$ cat src/rtl/eic_pkg.sv
package eic_pkg;
  localparam int WORD_W   = 32;
  localparam int GRP_W    = 4;
  localparam int WIDX_W   = 4;
  localparam int ADDR_MSB = GRP_W + WIDX_W + 1;

  typedef enum logic [GRP_W-1:0] {
    G_PEND     = 4'd0,
    G_ACK      = 4'd1,
    G_EN       = 4'd2,
    G_MASK     = 4'd3,
    G_MASK_SET = 4'd4,
    G_MASK_CLR = 4'd5,
    G_POL      = 4'd6,
    G_POL_SET  = 4'd7,
    G_POL_CLR  = 4'd8,
    G_MODE     = 4'd9,
    G_MODE_SET = 4'd10,
    G_MODE_CLR = 4'd11,
    G_SOFT     = 4'd12,
    G_SOFT_SET = 4'd13,
    G_SOFT_CLR = 4'd14,
    G_NONE     = 4'd15
  } eic_grp_e;
endpackage

$ cat src/rtl/eic_sync.sv
module eic_sync #(
  parameter int W = 64
) (
  input  logic         clk,
  input  logic         rst_n,
  input  logic [W-1:0] din,
  output logic [W-1:0] smp_q,
  output logic [W-1:0] prv_q
);
  logic [W-1:0] meta_q;

  always_ff @(posedge clk or negedge rst_n) begin
    if (!rst_n) begin
      meta_q <= '0;
      smp_q  <= '0;
      prv_q  <= '0;
    end else begin
      meta_q <= din;
      smp_q  <= meta_q;
      prv_q  <= smp_q;
    end
  end
endmodule

$ cat src/rtl/eic_attr.sv
module eic_attr import eic_pkg::*; #(
  parameter int   NUM_WORDS = 2,
  parameter logic RST_VAL   = 1'b0
) (
  input  logic                        clk,
  input  logic                        rst_n,
  input  logic                        wr_plain,
  input  logic                        wr_set,
  input  logic                        wr_clr,
  input  logic [WIDX_W-1:0]           widx,
  input  logic [WORD_W-1:0]           wdata,
  output logic [NUM_WORDS*WORD_W-1:0] q
);
  for (genvar w = 0; w < NUM_WORDS; w++) begin : g_word
    logic [WORD_W-1:0] word_q;
    logic              hit;
    assign hit = (widx == WIDX_W'(w));

    always_ff @(posedge clk or negedge rst_n) begin
      if (!rst_n) begin
        word_q <= {WORD_W{RST_VAL}};
      end else if (hit) begin
        if (wr_plain)    word_q <= wdata;
        else if (wr_set) word_q <= word_q | wdata;
        else if (wr_clr) word_q <= word_q & ~wdata;
      end
    end
    assign q[w*WORD_W +: WORD_W] = word_q;
  end
endmodule

$ cat src/rtl/eic_detect.sv
module eic_detect #(
  parameter int W = 64
) (
  input  logic         clk,
  input  logic         rst_n,
  input  logic [W-1:0] smp,
  input  logic [W-1:0] prv,
  input  logic [W-1:0] mode,
  input  logic [W-1:0] pol,
  input  logic [W-1:0] ack,
  output logic [W-1:0] latch_q,
  output logic [W-1:0] lvl_act
);
  logic [W-1:0] rise, fall, edge_ev;

  assign rise    = smp & ~prv;
  assign fall    = ~smp & prv;
  assign edge_ev = ~mode & ((pol & rise) | (~pol & fall));
  assign lvl_act = mode & ~(smp ^ pol);

  always_ff @(posedge clk or negedge rst_n) begin
    if (!rst_n) latch_q <= '0;
    else        latch_q <= (latch_q & ~ack) | edge_ev;
  end
endmodule

$ cat src/rtl/eic_top.sv
module eic_top import eic_pkg::*; #(
  parameter int NUM_LINES = 64
) (
  input  logic                 clk,
  input  logic                 rst_n,
  input  logic                 bus_wr,
  input  logic                 bus_rd,
  input  logic [ADDR_MSB:2]    bus_addr,
  input  logic [WORD_W-1:0]    bus_wdata,
  output logic [WORD_W-1:0]    bus_rdata,
  input  logic [NUM_LINES-1:0] ext_line,
  output logic                 irq_out
);
  localparam int NUM_WORDS = NUM_LINES / WORD_W;
  localparam logic [WIDX_W:0] NW = (WIDX_W+1)'(NUM_WORDS);

  eic_grp_e          grp;
  logic [WIDX_W-1:0] widx;
  logic              widx_ok;

  assign grp     = eic_grp_e'(bus_addr[ADDR_MSB -: GRP_W]);
  assign widx    = bus_addr[ADDR_MSB-GRP_W -: WIDX_W];
  assign widx_ok = ({1'b0, widx} < NW);

  function automatic logic [WORD_W-1:0] word_of(input logic [NUM_LINES-1:0] v,
                                                input logic [WIDX_W-1:0] i);
    logic [WORD_W-1:0] r;
    r = '0;
    for (int w = 0; w < NUM_WORDS; w++)
      if (i == WIDX_W'(w)) r = v[w*WORD_W +: WORD_W];
    return r;
  endfunction

  function automatic logic wr_hit(input logic wr, input eic_grp_e g, input eic_grp_e want);
    return wr && (g == want);
  endfunction

  logic [NUM_LINES-1:0] mask_q, pol_q, mode_q, soft_q, en_q;

  eic_attr #(.NUM_WORDS(NUM_WORDS), .RST_VAL(1'b1)) u_mask (
    .clk(clk), .rst_n(rst_n),
    .wr_plain(wr_hit(bus_wr, grp, G_MASK)),
    .wr_set(wr_hit(bus_wr, grp, G_MASK_SET)),
    .wr_clr(wr_hit(bus_wr, grp, G_MASK_CLR)),
    .widx(widx), .wdata(bus_wdata), .q(mask_q)
  );

  eic_attr #(.NUM_WORDS(NUM_WORDS), .RST_VAL(1'b0)) u_pol (
    .clk(clk), .rst_n(rst_n),
    .wr_plain(wr_hit(bus_wr, grp, G_POL)),
    .wr_set(wr_hit(bus_wr, grp, G_POL_SET)),
    .wr_clr(wr_hit(bus_wr, grp, G_POL_CLR)),
    .widx(widx), .wdata(bus_wdata), .q(pol_q)
  );

  eic_attr #(.NUM_WORDS(NUM_WORDS), .RST_VAL(1'b0)) u_mode (
    .clk(clk), .rst_n(rst_n),
    .wr_plain(wr_hit(bus_wr, grp, G_MODE)),
    .wr_set(wr_hit(bus_wr, grp, G_MODE_SET)),
    .wr_clr(wr_hit(bus_wr, grp, G_MODE_CLR)),
    .widx(widx), .wdata(bus_wdata), .q(mode_q)
  );

  eic_attr #(.NUM_WORDS(NUM_WORDS), .RST_VAL(1'b0)) u_soft (
    .clk(clk), .rst_n(rst_n),
    .wr_plain(wr_hit(bus_wr, grp, G_SOFT)),
    .wr_set(wr_hit(bus_wr, grp, G_SOFT_SET)),
    .wr_clr(wr_hit(bus_wr, grp, G_SOFT_CLR)),
    .widx(widx), .wdata(bus_wdata), .q(soft_q)
  );

  eic_attr #(.NUM_WORDS(NUM_WORDS), .RST_VAL(1'b0)) u_en (
    .clk(clk), .rst_n(rst_n),
    .wr_plain(wr_hit(bus_wr, grp, G_EN)),
    .wr_set(1'b0),
    .wr_clr(1'b0),
    .widx(widx), .wdata(bus_wdata), .q(en_q)
  );

  // Acknowledge vector: the written word lands on the addressed word only.
  logic [NUM_LINES-1:0] ack_vec;
  always_comb begin
    ack_vec = '0;
    for (int w = 0; w < NUM_WORDS; w++)
      if (wr_hit(bus_wr, grp, G_ACK) && widx == WIDX_W'(w))
        ack_vec[w*WORD_W +: WORD_W] = bus_wdata;
  end

  logic [NUM_LINES-1:0] smp, prv;
  eic_sync #(.W(NUM_LINES)) u_sync (
    .clk(clk), .rst_n(rst_n), .din(ext_line), .smp_q(smp), .prv_q(prv)
  );

  logic [NUM_LINES-1:0] latch_q, lvl_act, status;
  eic_detect #(.W(NUM_LINES)) u_det (
    .clk(clk), .rst_n(rst_n), .smp(smp), .prv(prv),
    .mode(mode_q), .pol(pol_q), .ack(ack_vec),
    .latch_q(latch_q), .lvl_act(lvl_act)
  );

  assign status = latch_q | lvl_act | soft_q;

  always_ff @(posedge clk or negedge rst_n) begin
    if (!rst_n) irq_out <= 1'b0;
    else        irq_out <= |(status & ~mask_q & en_q);
  end

  logic [WORD_W-1:0] rd_word;
  always_comb begin
    unique case (grp)
      G_PEND:                          rd_word = word_of(status, widx);
      G_EN:                            rd_word = word_of(en_q, widx);
      G_MASK, G_MASK_SET, G_MASK_CLR:  rd_word = word_of(mask_q, widx);
      G_POL, G_POL_SET, G_POL_CLR:     rd_word = word_of(pol_q, widx);
      G_MODE, G_MODE_SET, G_MODE_CLR:  rd_word = word_of(mode_q, widx);
      G_SOFT, G_SOFT_SET, G_SOFT_CLR:  rd_word = word_of(soft_q, widx);
      default:                         rd_word = '0;
    endcase
  end

  always_ff @(posedge clk or negedge rst_n) begin
    if (!rst_n)      bus_rdata <= '0;
    else if (bus_rd) bus_rdata <= widx_ok ? rd_word : '0;
  end
endmodule

$ cat config.mk
export PLATFORM = sky130hd
export DESIGN_NAME = eic_top
export DESIGN_NICKNAME = d
export VERILOG_FILES = /design/src/rtl/eic_pkg.sv /design/src/rtl/eic_sync.sv /design/src/rtl/eic_attr.sv /design/src/rtl/eic_detect.sv /design/src/rtl/eic_top.sv
export SDC_FILE = /design/constraint.sdc
export NUM_CORES = 1
export LEC_CHECK = 0
export ABC_AREA = 1
export BUFFER_PORTS_ARGS = -buffer_cell sky130_fd_sc_hd__buf_2
export CAP_MARGIN = 10
export CORE_MARGIN = 1.5
export CORE_UTILIZATION = 50
export CTS_CLUSTER_DIAMETER = 150
export CTS_CLUSTER_SIZE = 8
export DETAILED_ROUTE_END_ITERATION = 12
export PLACE_DENSITY = 0.64
export SLEW_MARGIN = 20
export SYNTH_ARGS = -nofsm -noshare
export SYNTH_HDL_FRONTEND = slang
export SYNTH_SLANG_ARGS = --single-unit
$ cat constraint.sdc
create_clock -name clk -period 1.5 [get_ports clk]
set_clock_uncertainty 0.2 [all_clocks]
set_input_delay 0.15 -clock clk [delete_from_list [all_inputs] [get_ports clk]]
set_output_delay 0.15 -clock clk [all_outputs]
set_load 0.01 [all_outputs]
==> impl_metrics.csv <==
group,metric,value,unit
power_and_ir_drop,total_power,41.0,mW
worst_setup_path,reg2reg_depth,10,
routing,detail-route-antenna-nets,0,
routing,wirelength,108,mm
place,gp_congestion,0.931,
clock_tree,cts-buffers-inserted,86,
sta,setup_viol,28,
yosys,yosysTopAreaCell,"dfrtp_1",
power_and_ir_drop,total_leakage_power,18.2,nW
power_and_ir_drop,powerDensity,1020,nW/um2
yosys,syn-cell-area,29000,um2
place,port_buffers,140,
yosys,syn-mean-instance-area,7.68,um2
global_routing,antenna_found_initial,2,
yosys,async_flop_share,100,%
worst_hold_path,hp-class,"in -> reg",
routing,vias,29700,
power_and_ir_drop,internal_power,30.3,mW
floorplan,pin_count,141,
global_routing,grt_pass1_vias,29100,
worst_setup_path,crit_fanout,3,
sta,rsz0062_at_grt,"yes",
global_routing,grt_pass1_wl,166,mm
floorplan,die_y,244,um
global_routing,track_usage,36.3,%
routing,wl_per_cell,20.0,um
power_and_ir_drop,p_comb_share,11.6,%
clock_tree,cts_tree,"built",
final_layout,final_cell_area,40000,um2
yosys,synth_seq_cells,609,
sta,hold_viol_final,0,
clock_tree,path_clk_slew,0.06,ns
yosys,synth-main-ff-cell,"dfrtp_1",
floorplan,core_area,57600,um2
clock_tree,cts.sinks,609,
global_routing,grt_start_max_net_pins,92,
yosys,yosysWarnings,0,
yosys,synth_most_common_cell,"nand2_1",
yosys,ys_seq_area_share,52.7,%
sta,min_period,1.91,ns
routing,initialDrtViolationCount,2630,
floorplan,dieArea,59500,um2
routing,via_per_inst,5.49,
clock_tree,cts.htree.levels,3,
worst_setup_path,worst_setup_path_start_kind,"flop",
final_layout,synthToLayoutAreaGrowth,37.8,%
worst_setup_path,cp.arrival,2.22,ns
outcome,violations,"setup timing",
power_and_ir_drop,sw_frac_of_total,26.1,%
global_routing,overflow,0,
final_layout,drive_above_1_share,23.1,%
routing,first_pass_iters,6,
power_and_ir_drop,p_sw,10.7,mW
yosys,syn-num-nets,3888,
sta,max_freq,524,MHz
clock_tree,clk_path_buf_depth,3,
routing,drc,0,
worst_setup_path,criticalPathCategory,"reg -> reg",
yosys,yosysUniqueCellTypes,33,
run,maxCapViolations,0,
power_and_ir_drop,ir_worst_vdd,1140,uV
sta,post-route-period-util,127,%
yosys,synth_edf_count,0,
sta,tightest_slew,0.532,ns
floorplan,rows,88,
worst_setup_path,worstPathRequired,1.81,ns
power_and_ir_drop,pwr-share-seq,43.3,%
sta,finalHoldWorstSlack,0.0507,ns
yosys,syn_inst,3780,
power_and_ir_drop,p_clk_share,45.1,%
sta,worst_slack,-0.407,ns
worst_setup_path,endpoint_kind,"flop",
outcome,status,"finished, violations left",
sta,drv_slew,0,
place,pre_cts_ws,-0.446,ns
worst_hold_path,holdPathStages,7,
yosys,synthTopCellsByArea,"dfrtp_1 47%, nand2_1 16%, o21ai_0 9.9%, dfstp_2 5.8%, o21ai_1 4.9%",
place,place_area,34900,um2
floorplan,start_util,50.4,%
yosys,ys_top_cells_by_count,"1,239 x nand2_1, 572 x o21ai_0, 545 x dfrtp_1, 313 x inv_1, 286 x o21ai_1",
clock_tree,cts-root-buf,"clkbuf_16",
clock_tree,clock_latency,0.64,ns
place,dpl.hpwl,69.2,mm
sta,relSlewSlack,64.6,%
final_layout,finalNetCount,4685,
final_layout,diodes,0,
floorplan,dieWidth,244,um
yosys,synth_top_area_share,47.0,%
[kinds of logic (layout without fill, tap and decap cells)]
kind of cell	Yosys count	after routing	synth area share, %
simple gates	1671	1671	23.0
compound gates	969	969	17.1
flops	609	609	52.7
buf+inv	531	1399	7.22
[cells in the final DEF (no fill, tap or decap), types with 91 or more instances in the layout]
cell type         n
o21ai_0         531
dlygate4sd3_1   164
o21ai_1         322
inv_1           283
nand2_1        1193
nor2_1          199
nand3_1         149
buf_4           527
clkbuf_16        91
buf_2           134
dfrtp_1         539
[per-layer routing]
metal,vias to the layer above,wire [um],track usage (%)
li1,13900,-,-
met1,14000,42700,47.0
met5,-,18,0
met3,359,9360,6.35
met4,4,6090,19.3
met2,1454,50200,58.3
[metrics by stage]
stage	utilization, %	std cells	TNS (ns)
5_1_grt	69.5	5413	-2.68
6_report	69.5	5413	-1.38
4_1_cts	68.4	5377	-1.99
2_1_floorplan	-	3780	-2.13
3_3_place_gp	60.7	5032	-120.77
3_5_place_dp	60.7	5032	-133.41
[final timing paths]
path | slack (ns) | from | end
max in group asynchronous | 0.06 | rst_n | async pin
worst min-delay path | 0.05 | bus_addr[6] | flop
worst max register to register | -0.41 | flop | irq_out
worst max-delay path | -0.41 | flop | irq_out
min in group asynchronous | 0.30 | rst_n | async pin
worst min register to register | 0.14 | u_sync.meta_q[36] | u_sync.smp_q[36]
[final cells by class]
class | count | area, um2
Inverter | 326 | 1240
Sequential cell | 609 | 15300
Clock inverter | 4 | 50.0
Clock buffer | 155 | 2470
Tap cell | 765 | 957
Timing Repair Buffer | 914 | 7940
Multi-Input combinational cell | 2640 | 12000
Fill cell | 4684 | 17600
[worst max-delay path, cell delays in order, from the launching register on]
cell and delay [ns]:
dfrtp_1 0.42, inv_2 0.08, nand2_1 0.08, nand3_2 0.09
nand2_2 0.06, nand2_2 0.07, nand4_1 0.26, nor2_1 0.23
nand2_2 0.11, nor2_1 0.12, nand2_1 0.05
[power by group through the flow]
stage          Combinational (mW)  Clock (mW)  Sequential (mW)
6_report                     4.77        18.5             17.8
5_1_grt                      5.21        19.5             17.8
4_1_cts                      4.49        18.6             17.7
3_5_place_dp                 4.07           0             18.0
3_3_place_gp                 4.01           0             18.0
2_1_floorplan                1.70           0             17.9
[timing repair]
item | CTS | global route
cloned | 0 | 2
setup buffers | 22 | 40
hold buffers | 164 | 0
resized for setup | 43 | 120
endpoints found under the hold margin | 1089 | 0
endpoints found under the setup margin | 40 | 187
pin swaps | 15 | 76
(Power assumes the default switching activity.)
